<file path="src/rtl/i2ctx_pkg.sv">
package i2ctx_pkg;

  typedef enum logic [2:0] {
    SQ_IDLE,
    SQ_WAITFREE,
    SQ_START,
    SQ_BYTE,
    SQ_STOP
  } sq_state_t;

  localparam logic [7:0] ST_START    = 8'h08;
  localparam logic [7:0] ST_RSTART   = 8'h10;
  localparam logic [7:0] ST_AW_ACK   = 8'h18;
  localparam logic [7:0] ST_AW_NACK  = 8'h20;
  localparam logic [7:0] ST_D_ACK    = 8'h28;
  localparam logic [7:0] ST_D_NACK   = 8'h30;
  localparam logic [7:0] ST_ARB      = 8'h38;
  localparam logic [7:0] ST_AR_ACK   = 8'h40;
  localparam logic [7:0] ST_AR_NACK  = 8'h48;
  localparam logic [7:0] ST_NONE     = 8'hF8;

  // Outcome of a finished byte: address vs data, direction bit, ACK seen.
  function automatic logic [7:0] byte_status(input logic is_addr,
                                             input logic rd,
                                             input logic acked);
    if (!is_addr) return acked ? ST_D_ACK : ST_D_NACK;
    if (rd)       return acked ? ST_AR_ACK : ST_AR_NACK;
    return acked ? ST_AW_ACK : ST_AW_NACK;
  endfunction

  // A START issued while already owning the bus is a repeated START.
  function automatic logic [7:0] start_status(input logic owned);
    return owned ? ST_RSTART : ST_START;
  endfunction

endpackage

</file>
<file path="src/rtl/i2ctx_tick.sv">
module i2ctx_tick #(
  parameter int DIV_W = 8
) (
  input  logic             clk,
  input  logic             rst_n,
  input  logic             en,
  input  logic [DIV_W-1:0] div,
  output logic             qtick
);
  logic [DIV_W-1:0] cnt;

  assign qtick = en && (cnt == div);

  always_ff @(posedge clk) begin
    if (!rst_n)            cnt <= '0;
    else if (!en || qtick) cnt <= '0;
    else                   cnt <= cnt + DIV_W'(1);
  end
endmodule

</file>
<file path="src/rtl/i2ctx_busmon.sv">
module i2ctx_busmon (
  input  logic clk,
  input  logic rst_n,
  input  logic scl_in,
  input  logic sda_in,
  output logic busy
);
  logic scl_q, sda_q;
  logic start_seen, stop_seen;

  assign start_seen = scl_in && scl_q && sda_q && !sda_in;
  assign stop_seen  = scl_in && scl_q && !sda_q && sda_in;

  always_ff @(posedge clk) begin
    if (!rst_n) begin
      scl_q <= 1'b1;
      sda_q <= 1'b1;
      busy  <= 1'b0;
    end else begin
      scl_q <= scl_in;
      sda_q <= sda_in;
      if (start_seen)     busy <= 1'b1;
      else if (stop_seen) busy <= 1'b0;
    end
  end
endmodule

</file>
<file path="src/rtl/i2ctx_seq.sv">
module i2ctx_seq
  import i2ctx_pkg::*;
#(
  parameter int BYTE_W = 8
) (
  input  logic              clk,
  input  logic              rst_n,
  input  logic              qtick,
  input  logic              bus_busy,
  input  logic              sda_in,
  input  logic              cmd_wr,
  input  logic              cmd_start,
  input  logic              cmd_stop,
  input  logic              cmd_go,
  input  logic [BYTE_W-1:0] cmd_byte,
  output logic              tick_en,
  output logic              scl_low,
  output logic              sda_low,
  output logic              done,
  output logic [7:0]        status,
  output logic              rx_mode,
  output logic              stop_pend,
  output logic              own,
  output logic              arb_evt,
  output logic              accept,
  output logic              stop_evt
);
  localparam int CNT_W = $clog2(BYTE_W + 1);

  sq_state_t         st;
  logic [1:0]        q;
  logic [CNT_W-1:0]  bitn;
  logic [BYTE_W-1:0] shreg;
  logic              is_addr, rd_addr, chain, ack_q;
  logic              last_bit;

  assign last_bit = (bitn == CNT_W'(BYTE_W));
  assign accept   = cmd_wr && cmd_go && (st == SQ_IDLE);
  assign tick_en  = (st == SQ_START) || (st == SQ_BYTE) || (st == SQ_STOP);
  assign arb_evt  = (st == SQ_BYTE) && qtick && (q == 2'd2) && !last_bit &&
                    shreg[BYTE_W-1] && !sda_in;
  assign stop_evt = (st == SQ_STOP) && qtick && (q == 2'd3);

  always_ff @(posedge clk) begin
    if (!rst_n) begin
      st <= SQ_IDLE; q <= '0; bitn <= '0; shreg <= '0;
      is_addr <= 1'b0; rd_addr <= 1'b0; chain <= 1'b0; ack_q <= 1'b0;
      scl_low <= 1'b0; sda_low <= 1'b0; done <= 1'b0; status <= ST_NONE;
      rx_mode <= 1'b0; stop_pend <= 1'b0; own <= 1'b0;
    end else if (accept) begin
      done <= 1'b0;
      q    <= '0;
      unique case ({cmd_start, cmd_stop})
        2'b11: if (own) begin st <= SQ_STOP; stop_pend <= 1'b1; chain <= 1'b1; end
               else st <= SQ_WAITFREE;
        2'b10: st <= own ? SQ_START : SQ_WAITFREE;
        2'b01: if (own) begin st <= SQ_STOP; stop_pend <= 1'b1; chain <= 1'b0; end
        default: begin
          if (own && !rx_mode) begin
            st <= SQ_BYTE; shreg <= cmd_byte; bitn <= '0; rd_addr <= cmd_byte[0];
          end else if (!own) begin
            status <= ST_NONE; scl_low <= 1'b0; sda_low <= 1'b0;
          end
        end
      endcase
    end else if (st == SQ_WAITFREE) begin
      if (!bus_busy) begin st <= SQ_START; q <= '0; end
    end else if (qtick) begin
      q <= q + 2'd1;
      unique case (st)
        SQ_START: begin
          unique case (q)
            2'd0: begin sda_low <= 1'b0; scl_low <= own; end
            2'd1: scl_low <= 1'b0;
            2'd2: sda_low <= 1'b1;
            default: begin
              scl_low <= 1'b1; status <= start_status(own); own <= 1'b1;
              is_addr <= 1'b1; done <= 1'b1; st <= SQ_IDLE;
            end
          endcase
        end
        SQ_BYTE: begin
          unique case (q)
            2'd0: begin scl_low <= 1'b1; sda_low <= last_bit ? 1'b0 : !shreg[BYTE_W-1]; end
            2'd1: scl_low <= 1'b0;
            2'd2: begin
              if (arb_evt) begin
                scl_low <= 1'b0; sda_low <= 1'b0; own <= 1'b0; status <= ST_ARB;
                done <= 1'b1; is_addr <= 1'b0; st <= SQ_IDLE;
              end else if (last_bit) ack_q <= !sda_in;
            end
            default: begin
              scl_low <= 1'b1;
              if (last_bit) begin
                status  <= byte_status(is_addr, rd_addr, ack_q);
                rx_mode <= is_addr && rd_addr && ack_q;
                done <= 1'b1; is_addr <= 1'b0; st <= SQ_IDLE;
              end else begin
                shreg <= {shreg[BYTE_W-2:0], 1'b0};
                bitn  <= bitn + CNT_W'(1);
              end
            end
          endcase
        end
        SQ_STOP: begin
          unique case (q)
            2'd0: begin sda_low <= 1'b1; scl_low <= 1'b1; end
            2'd1: scl_low <= 1'b0;
            2'd2: sda_low <= 1'b0;
            default: begin
              own <= 1'b0; stop_pend <= 1'b0; rx_mode <= 1'b0; is_addr <= 1'b0;
              if (chain) st <= SQ_START;
              else begin st <= SQ_IDLE; status <= ST_NONE; end
            end
          endcase
        end
        default: st <= SQ_IDLE;
      endcase
    end
  end
endmodule

</file>
<file path="src/rtl/i2c_tx_master.sv">
module i2c_tx_master #(
  parameter int DIV_W  = 8,
  parameter int BYTE_W = 8
) (
  input  logic              clk,
  input  logic              rst_n,
  input  logic              cmd_wr,
  input  logic              cmd_start,
  input  logic              cmd_stop,
  input  logic              cmd_go,
  input  logic [BYTE_W-1:0] cmd_byte,
  input  logic [DIV_W-1:0]  bit_div,
  input  logic              scl_in,
  input  logic              sda_in,
  output logic              scl_oe,
  output logic              sda_oe,
  output logic              done,
  output logic [7:0]        status,
  output logic              rx_mode,
  output logic              stop_pend
);
  logic tick_en, qtick, bus_busy;
  logic bus_own, arb_evt, cmd_accept, stop_evt;

  i2ctx_tick #(.DIV_W(DIV_W)) u_tick (
    .clk(clk), .rst_n(rst_n), .en(tick_en), .div(bit_div), .qtick(qtick)
  );

  i2ctx_busmon u_mon (
    .clk(clk), .rst_n(rst_n), .scl_in(scl_in), .sda_in(sda_in), .busy(bus_busy)
  );

  i2ctx_seq #(.BYTE_W(BYTE_W)) u_seq (
    .clk(clk), .rst_n(rst_n), .qtick(qtick), .bus_busy(bus_busy), .sda_in(sda_in),
    .cmd_wr(cmd_wr), .cmd_start(cmd_start), .cmd_stop(cmd_stop), .cmd_go(cmd_go),
    .cmd_byte(cmd_byte), .tick_en(tick_en), .scl_low(scl_oe), .sda_low(sda_oe),
    .done(done), .status(status), .rx_mode(rx_mode), .stop_pend(stop_pend),
    .own(bus_own), .arb_evt(arb_evt), .accept(cmd_accept), .stop_evt(stop_evt)
  );
endmodule

</file>
<file path="config.mk">
export PLATFORM = sky130hd
export DESIGN_NAME = i2c_tx_master
export DESIGN_NICKNAME = d
export VERILOG_FILES = /design/src/rtl/i2ctx_pkg.sv /design/src/rtl/i2ctx_tick.sv /design/src/rtl/i2ctx_busmon.sv /design/src/rtl/i2ctx_seq.sv /design/src/rtl/i2c_tx_master.sv
export SDC_FILE = /design/constraint.sdc
export NUM_CORES = 1
export LEC_CHECK = 0
export CORE_MARGIN = 4
export CORE_UTILIZATION = 57
export CTS_BUF_LIST = sky130_fd_sc_hd__clkbuf_8
export DETAILED_ROUTE_END_ITERATION = 6
export PLACE_DENSITY = 0.83
export SYNTH_ARGS = -nofsm -noshare
export SYNTH_HDL_FRONTEND = slang
export SYNTH_SLANG_ARGS = --single-unit
</file>
<file path="constraint.sdc">
create_clock -name clk -period 2.1 [get_ports clk]
set_input_delay 0.21 -clock clk [delete_from_list [all_inputs] [get_ports clk]]
set_output_delay 0.21 -clock clk [all_outputs]
set_load 0.02 [all_outputs]
</file>
==> results of run 1 <==
[cell families after synthesis]
kind of cell               after synthesis  share of synthesized area (%)
adders and majority gates               13                          6.095
muxes                                   11                          4.173
DFF                                     43                          32.26
xor gates and xnor gates                14                          4.595
other                                    1                         0.1405
AOI/OAI and AO/OA                       66                          18.05
and+or+nand+nor                        148                          28.79
buffers and inverters                   35                          5.907
[critical path: cells and delay by family]
family / cells / cell delay, ps
simple gates: 1 / 360
fa+ha+maj: 1 / 190
buf+inv: 2 / 520
mux: 1 / 230
compound gates: 3 / 670
[how the worst min path moves through the flow]
stage,depth (start not counted),slack (ps),to,start
after CTS,2,480,u_mon.busy$_SDFFE_PN0P_,u_mon.sda_q$_SDFF_PN1_
after global routing,3,500,u_seq.shreg[6]$_SDFFE_PN0P_,cmd_byte[6]
final,2,470,u_mon.busy$_SDFFE_PN0P_,u_mon.sda_q$_SDFF_PN1_
after global placement,2,440,u_mon.busy$_SDFFE_PN0P_,u_mon.sda_q$_SDFF_PN1_
after floorplan,1,310,u_mon.scl_q$_SDFF_PN1_,scl_in
after detailed placement,1,460,u_tick.cnt[0]$_SDFF_PP0_,u_tick.cnt[0]$_SDFF_PP0_
[metrics by stage]
stage	total power (W)	instance area, sq um	setup TNS (ps)
5_1_grt	0.001682	3278	0
4_1_cts	0.001613	3262	0
3_5_place_dp	0.001049	3162	-529.8
2_1_floorplan	0.0009566	2676	0
6_report	0.001604	3278	0
3_3_place_gp	0.001044	3162	-52.05
[metal layers]
| metal | global-route usage [%] | wire length (um) | vias up |
|---|---|---|---|
| met2 | 39.98 | 3248 | 113 |
| met1 | 31.28 | 3111 | 1199 |
| met5 | 0 | 0 | - |
| met4 | 7.790 | 157 | 0 |
| li1 | - | - | 1277 |
| met3 | 4.965 | 419 | 21 |
[synthesized netlist by cell type (2+ instances only)]
library cell and number:
mux2i_1 10, nor2_1 31, buf_2 3, buf_4 4, a2111o_1 2, and3_1 4, a21boi_0 2, nand2_1 45
and2_1 2, nand2b_1 7, nand3_1 13, dfxtp_1 43, o31ai_1 3, nand3b_1 2, a21oi_1 12, or3_1 3
xnor2_1 12, a31oi_1 2, nor4_1 2, and4_2 2, o21a_1 3, clkbuf_1 12, nand4_1 6, and3b_1 3
ha_1 13, o31a_1 2, o311ai_0 3, inv_1 14, a211oi_1 5, xor2_1 2, o21ai_0 11, o2111ai_1 5
nor3_1 13, nor2b_1 4, a311oi_1 8
[flip-flops by register name (all words and copies together) (netlist names), 2 cells and up]
register	count
u_seq.st	3
u_seq.shreg	8
u_seq.bitn	4
u_seq.status	5
u_tick.cnt	8
u_seq.q	2
[power groups by stage]
stage	combinational [W]	clock, W	sequential, W
after floorplan	0.000106	0	0.000850
after global placement	0.000192	0	0.000852
after detailed placement	0.000197	0	0.000852
after CTS	0.000198	0.000582	0.000833
after global routing	0.000219	0.000628	0.000835
final	0.000203	0.000568	0.000833
[layout by cell type (no fill, tap or decap), drive strengths merged, types with 5 or more instances in the layout]
master / instances
nand3: 14
a21oi: 12
o21ai: 11
o2111ai: 5
inv: 15
dfxtp: 43
mux2i: 10
clkbuf: 7
buf: 26
xnor2: 12
a311oi: 8
nand2: 47
clkdlybuf4s50: 33
nor2: 31
nor3: 14
a211oi: 5
ha: 13
nand2b: 7
nand4: 6
[cell type report]
class	instances	share of cell area, %
clock buffer	7	2.939
clock inverter	1	0.1145
inverter	14	1.603
sequential	43	26.30
tap	52	1.985
timing repair buffer	59	16.03
multi-input combinational	255	51.03
==> impl_metrics.ini, run 1 <==
[timing]
fmax_mhz = 511.0
fin_ws_ps = 143.2
rsz0062_at_grt = no
hold_violations = 0
skew_ps = 6.170
setup_viol = 0
min_period_ps = 1957
slew_viol_final = 0
min_period_over_period_pct = 93.18
whs_ps = 470.3

[clock_tree]
cts_root_buf = clkbuf_8
cts.hold.buffers_added = 0
path_clk_slew_ps = 80
cts_resized = 0
postCtsSetupBuffers = 0
htree_levels = 2
cts_tree = built
cts_sinks = 43
insertion_delay_ps = 300
cts_buffers = 5
cts_buffer_depth = 2

[job]
drv_cap = 0

[floorplanning]
dieWidth_um = 76.43
floorplan.rows = 24
die_area_sq_mm = 0.005841
io_pins = 37
core_sq_mm = 0.004444
initial_core_util_pct = 60.05
dieHeight_um = 76.43

[power_and_ir_drop]
p_leak_nw = 1.233
vdd_drop_max_v = 0.0003582
power.internal_w = 0.001220
pwr-share-clk_pct = 35.4
combPwrFrac_pct = 12.7
power_density_mw_per_mm2 = 489.3
p_sw_w = 0.0003837
seqPwrFrac_pct = 51.9
swShare_pct = 23.92

[finish]
final_util_pct = 73.76
regArea_sq_um = 862.1
layout.cells.non_filler = 431
final_nets = 415
area_growth_pct = 22.83
n_fill_cell = 347
multi_input_area_sq_mm = 0.001673
drive_gt1_share_pct = 12.66
antenna_cells = 0

[setup_path]
cp_max_fo = 3
cp_slowest_cell = clkdlybuf4s50_1
cp_slowest_stage_delay_ps = 430
crit_path_start_kind = primary input
r2r-start = u_seq.q[0]$_SDFFE_PP0P_
r2r_cells = 8
rrSetupSlack_ps = 170
worst-setup-path-type = in -> reg
cp-end-kind = flop
required_ps = 2320
crit_path_start = cmd_stop
r2r_end = u_seq.status[4]$_SDFFE_PN1P_
cp_cell_sequence = clkdlybuf4s50_1 > inv_1 > ha_1 > a31oi_1 > o31a_1 > or3_1 > a211oi_1 > mux2i_1
endpoint = u_seq.sda_low$_SDFFE_PN0P_
cp.arrival_ps = 2180

[drt]
via_per_inst = 6.056
dr.pass1.iters = 5
drc_errors = 0
ant_nets = 0
num_vias = 2610
drt_iter0_drc = 249
drt-total-wl_mm = 6.936
post_drt_wl_per_cell_um = 16.09

[placement]
io_buffers = 33
dpl.hpwl_mm = 5.246
routabilityCongestion = 0.9624
dpl.cell_count = 423
place_ws_ps = -110.8

[synth]
synth_area_leaders = dfxtp_1 32%, nand2_1 6.3%, ha_1 6.1%
yosys_warnings = 0
netlist.top_cell.by_area = dfxtp_1
netlist.area_leader.share_pct = 32.26
ys_seq_area_share_pct = 32.26
netlist_area_sq_mm = 0.002669
synthFlopType = dfxtp_1
synth.avg_cell_area_sq_um = 8.063
syn_inst = 331
synth_edf_count = 0
synthArstFlopShare_pct = 0
ys_types = 58
ys_seq_elements = 43

[global_route]
grt_pass1_vias = 2420
grt_usage_pct = 24.13
antenna_found_initial = 0
grt_max_degree = 19
gr-total-overflow = 0
grt_pass1_wl_mm = 11.59

[run_status]
status = finished clean

[hold_path]
hp-class = reg -> reg
Note: power is estimated with default switching activity, not from simulation.
==> run 2, diff against run 1 <==
CORE_ASPECT_RATIO = 0.7   (was default)
==> run 2 against run 1 <==
  * Global-route usage is 2.6 points higher
  * Routed wire length is 9.6% higher
  * Clock skew is 6.6 ps higher
  * Sequential share of layout area is 0.59 points lower
  * Sequential power hardly changed
  * Register-to-register slack hardly changed
  * Maximum frequency is 0.94% higher
  * Core utilization is 2.1 points higher
  * Clock power is 39% higher
  * Non-clock buffer count is 6 higher
  * Critical endpoint unchanged
  * Largest power group unchanged
  * Highest routed layer unchanged
==> impl_metrics.ini, run 2 (synthesis results as in run 1) <==
[finish]
multi_input_area_sq_mm = 0.001667
final_util_pct = 75.82
regArea_sq_um = 863.3
drive_gt1_share_pct = 14.03
layout_common_cells = 45 x nand2_1, 41 x dfxtp_1, 33 x clkdlybuf4s50_1, 32 x buf_4, 31 x nor2_1
final_common_cell = nand2_1
antenna_cells = 0
n_fill_cell = 345
final_nets = 421
area_growth_pct = 25.83
largestRegisters = u_seq.shreg x8, u_tick.cnt x8, u_seq.status x5

[setup_path]
required_ps = 2350
crit_path_start = cmd_stop
cp_slowest_cell = clkdlybuf4s50_1
worst-setup-path-type = in -> reg
cp_cell_sequence = clkdlybuf4s50_1 > inv_1 > ha_1 > a31oi_1 > o31a_1 > or3_1 > a211oi_1 > mux2i_1
cp_max_fo = 3
cp_slowest_stage_delay_ps = 430
cp.arrival_ps = 2180
crit_path_start_kind = primary input
r2r-start = u_seq.q[0]$_SDFFE_PP0P_
cp-end-kind = flop

[timing]
min_period_ps = 1939
rsz0062_at_grt = no
skew_ps = 12.76
fmax_mhz = 515.8
min_period_over_period_pct = 92.31
whs_ps = 474.2
slew_viol_final = 0
hold_violations = 0
setup_viol = 0

[clock_tree]
cts_buffers = 5
postCtsSetupBuffers = 0
cts.hold.buffers_added = 0
insertion_delay_ps = 310
cts_sinks = 43
cts_root_buf = clkbuf_8
htree_levels = 2
path_clk_slew_ps = 90
cts_tree = built
cts_buffer_depth = 2

[power_and_ir_drop]
combPwrFrac_pct = 11.3
vdd_drop_max_v = 0.0005025
swShare_pct = 23.38
power_density_mw_per_mm2 = 544.7
seqPwrFrac_pct = 45.6
power.internal_w = 0.001402
pwr-share-clk_pct = 43.1
p_sw_w = 0.0004276
p_leak_nw = 1.272

[hold_path]
hp-class = reg -> reg
hp-start = u_mon.sda_q$_SDFF_PN1_

[global_route]
grt_usage_pct = 26.74
grt_pass1_wl_mm = 12.68
gr-total-overflow = 0
grt_pass1_vias = 2689
antenna_found_initial = 0
grt_max_degree = 15

[drt]
drt_iter0_drc = 239
drt-total-wl_mm = 7.603
ant_nets = 0
drc_errors = 0
dr.pass1.iters = 5
via_per_inst = 6.205
post_drt_wl_per_cell_um = 17.28
num_vias = 2730

[placement]
io_buffers = 33
routabilityCongestion = 0.9625
dpl.hpwl_mm = 5.820

[floorplanning]
core_sq_mm = 0.004429
die_area_sq_mm = 0.005858
dieHeight_um = 65.25
floorplan.rows = 20
initial_core_util_pct = 60.25
dieWidth_um = 89.79
io_pins = 37

[run_status]
status = finished clean

[job]
drv_cap = 0
## run 2: power groups by stage
stage | Sequential (W) | Clock, W | Combinational, W
after floorplan | 0.000850 | 0 | 0.000106
after global routing | 0.000837 | 0.000824 | 0.000224
after CTS | 0.000834 | 0.000791 | 0.000202
after detailed placement | 0.000853 | 0 | 0.000201
final | 0.000835 | 0.000788 | 0.000206
after global placement | 0.000852 | 0 | 0.000197
## run 2: critical path: cells and delay by family
| kind | cells | cell delay [ps] |
|---|---|---|
| multiplexers | 1 | 220 |
| AND/OR/NAND/NOR | 1 | 360 |
| buffers and inverters | 2 | 520 |
| adder cells (fa/ha/maj) | 1 | 200 |
| AO/OA/AOI/OAI | 3 | 690 |
## run 2: area by class of cell
| cell class | count | share of cell area [%] |
|---|---|---|
| clock buffers | 5 | 2.049 |
| clock inverters | 3 | 2.012 |
| inverters | 14 | 1.565 |
| multi-input cells | 255 | 49.63 |
| flip-flops and latches | 43 | 25.71 |
| well taps | 55 | 2.049 |
| repair buffers | 65 | 16.99 |
## run 2: timing repair
action                     4_1_cts  5_1_grt
hold endpoints to repair         0        0
setup endpoints to repair        0        8
gates resized for setup          0        4
## run 2: metrics by stage
stage                     total power (W)  cell area, sq um  setup slack (ps)  TNS [ps]  instances
after floorplan                 0.0009566              2676             282.6         0        333
after global placement           0.001049              3211            -57.48    -104.2        432
after detailed placement         0.001055              3211            -138.7    -256.2        432
after CTS                        0.001827              3347             98.53         0        440
after global routing             0.001885              3358             44.83         0        440
final                            0.001829              3358             161.4         0        440
## run 2: path summary, 6_finish.rpt
| kind | endpoint | slack (ps) | cells past startpoint |
|---|---|---|---|
| hold reg to reg | u_mon.busy$_SDFFE_PN0P_ | 470 | 2 |
| setup / recovery | u_seq.sda_low$_SDFFE_PN0P_ | 160 | 8 |
| hold / removal | u_mon.busy$_SDFFE_PN0P_ | 470 | 2 |
| setup reg to reg | u_seq.status[7]$_SDFFE_PN1P_ | 170 | 7 |
## run 2: routing by layer
metal / share of wire [%] / up-vias / track usage (%)
met5: 0 / - / 0
met4: 2.0 / 0 / 6.883
met3: 9.1 / 22 / 6.293
met2: 44 / 137 / 42.79
met1: 45 / 1286 / 36.59
li1: - / 1285 / -
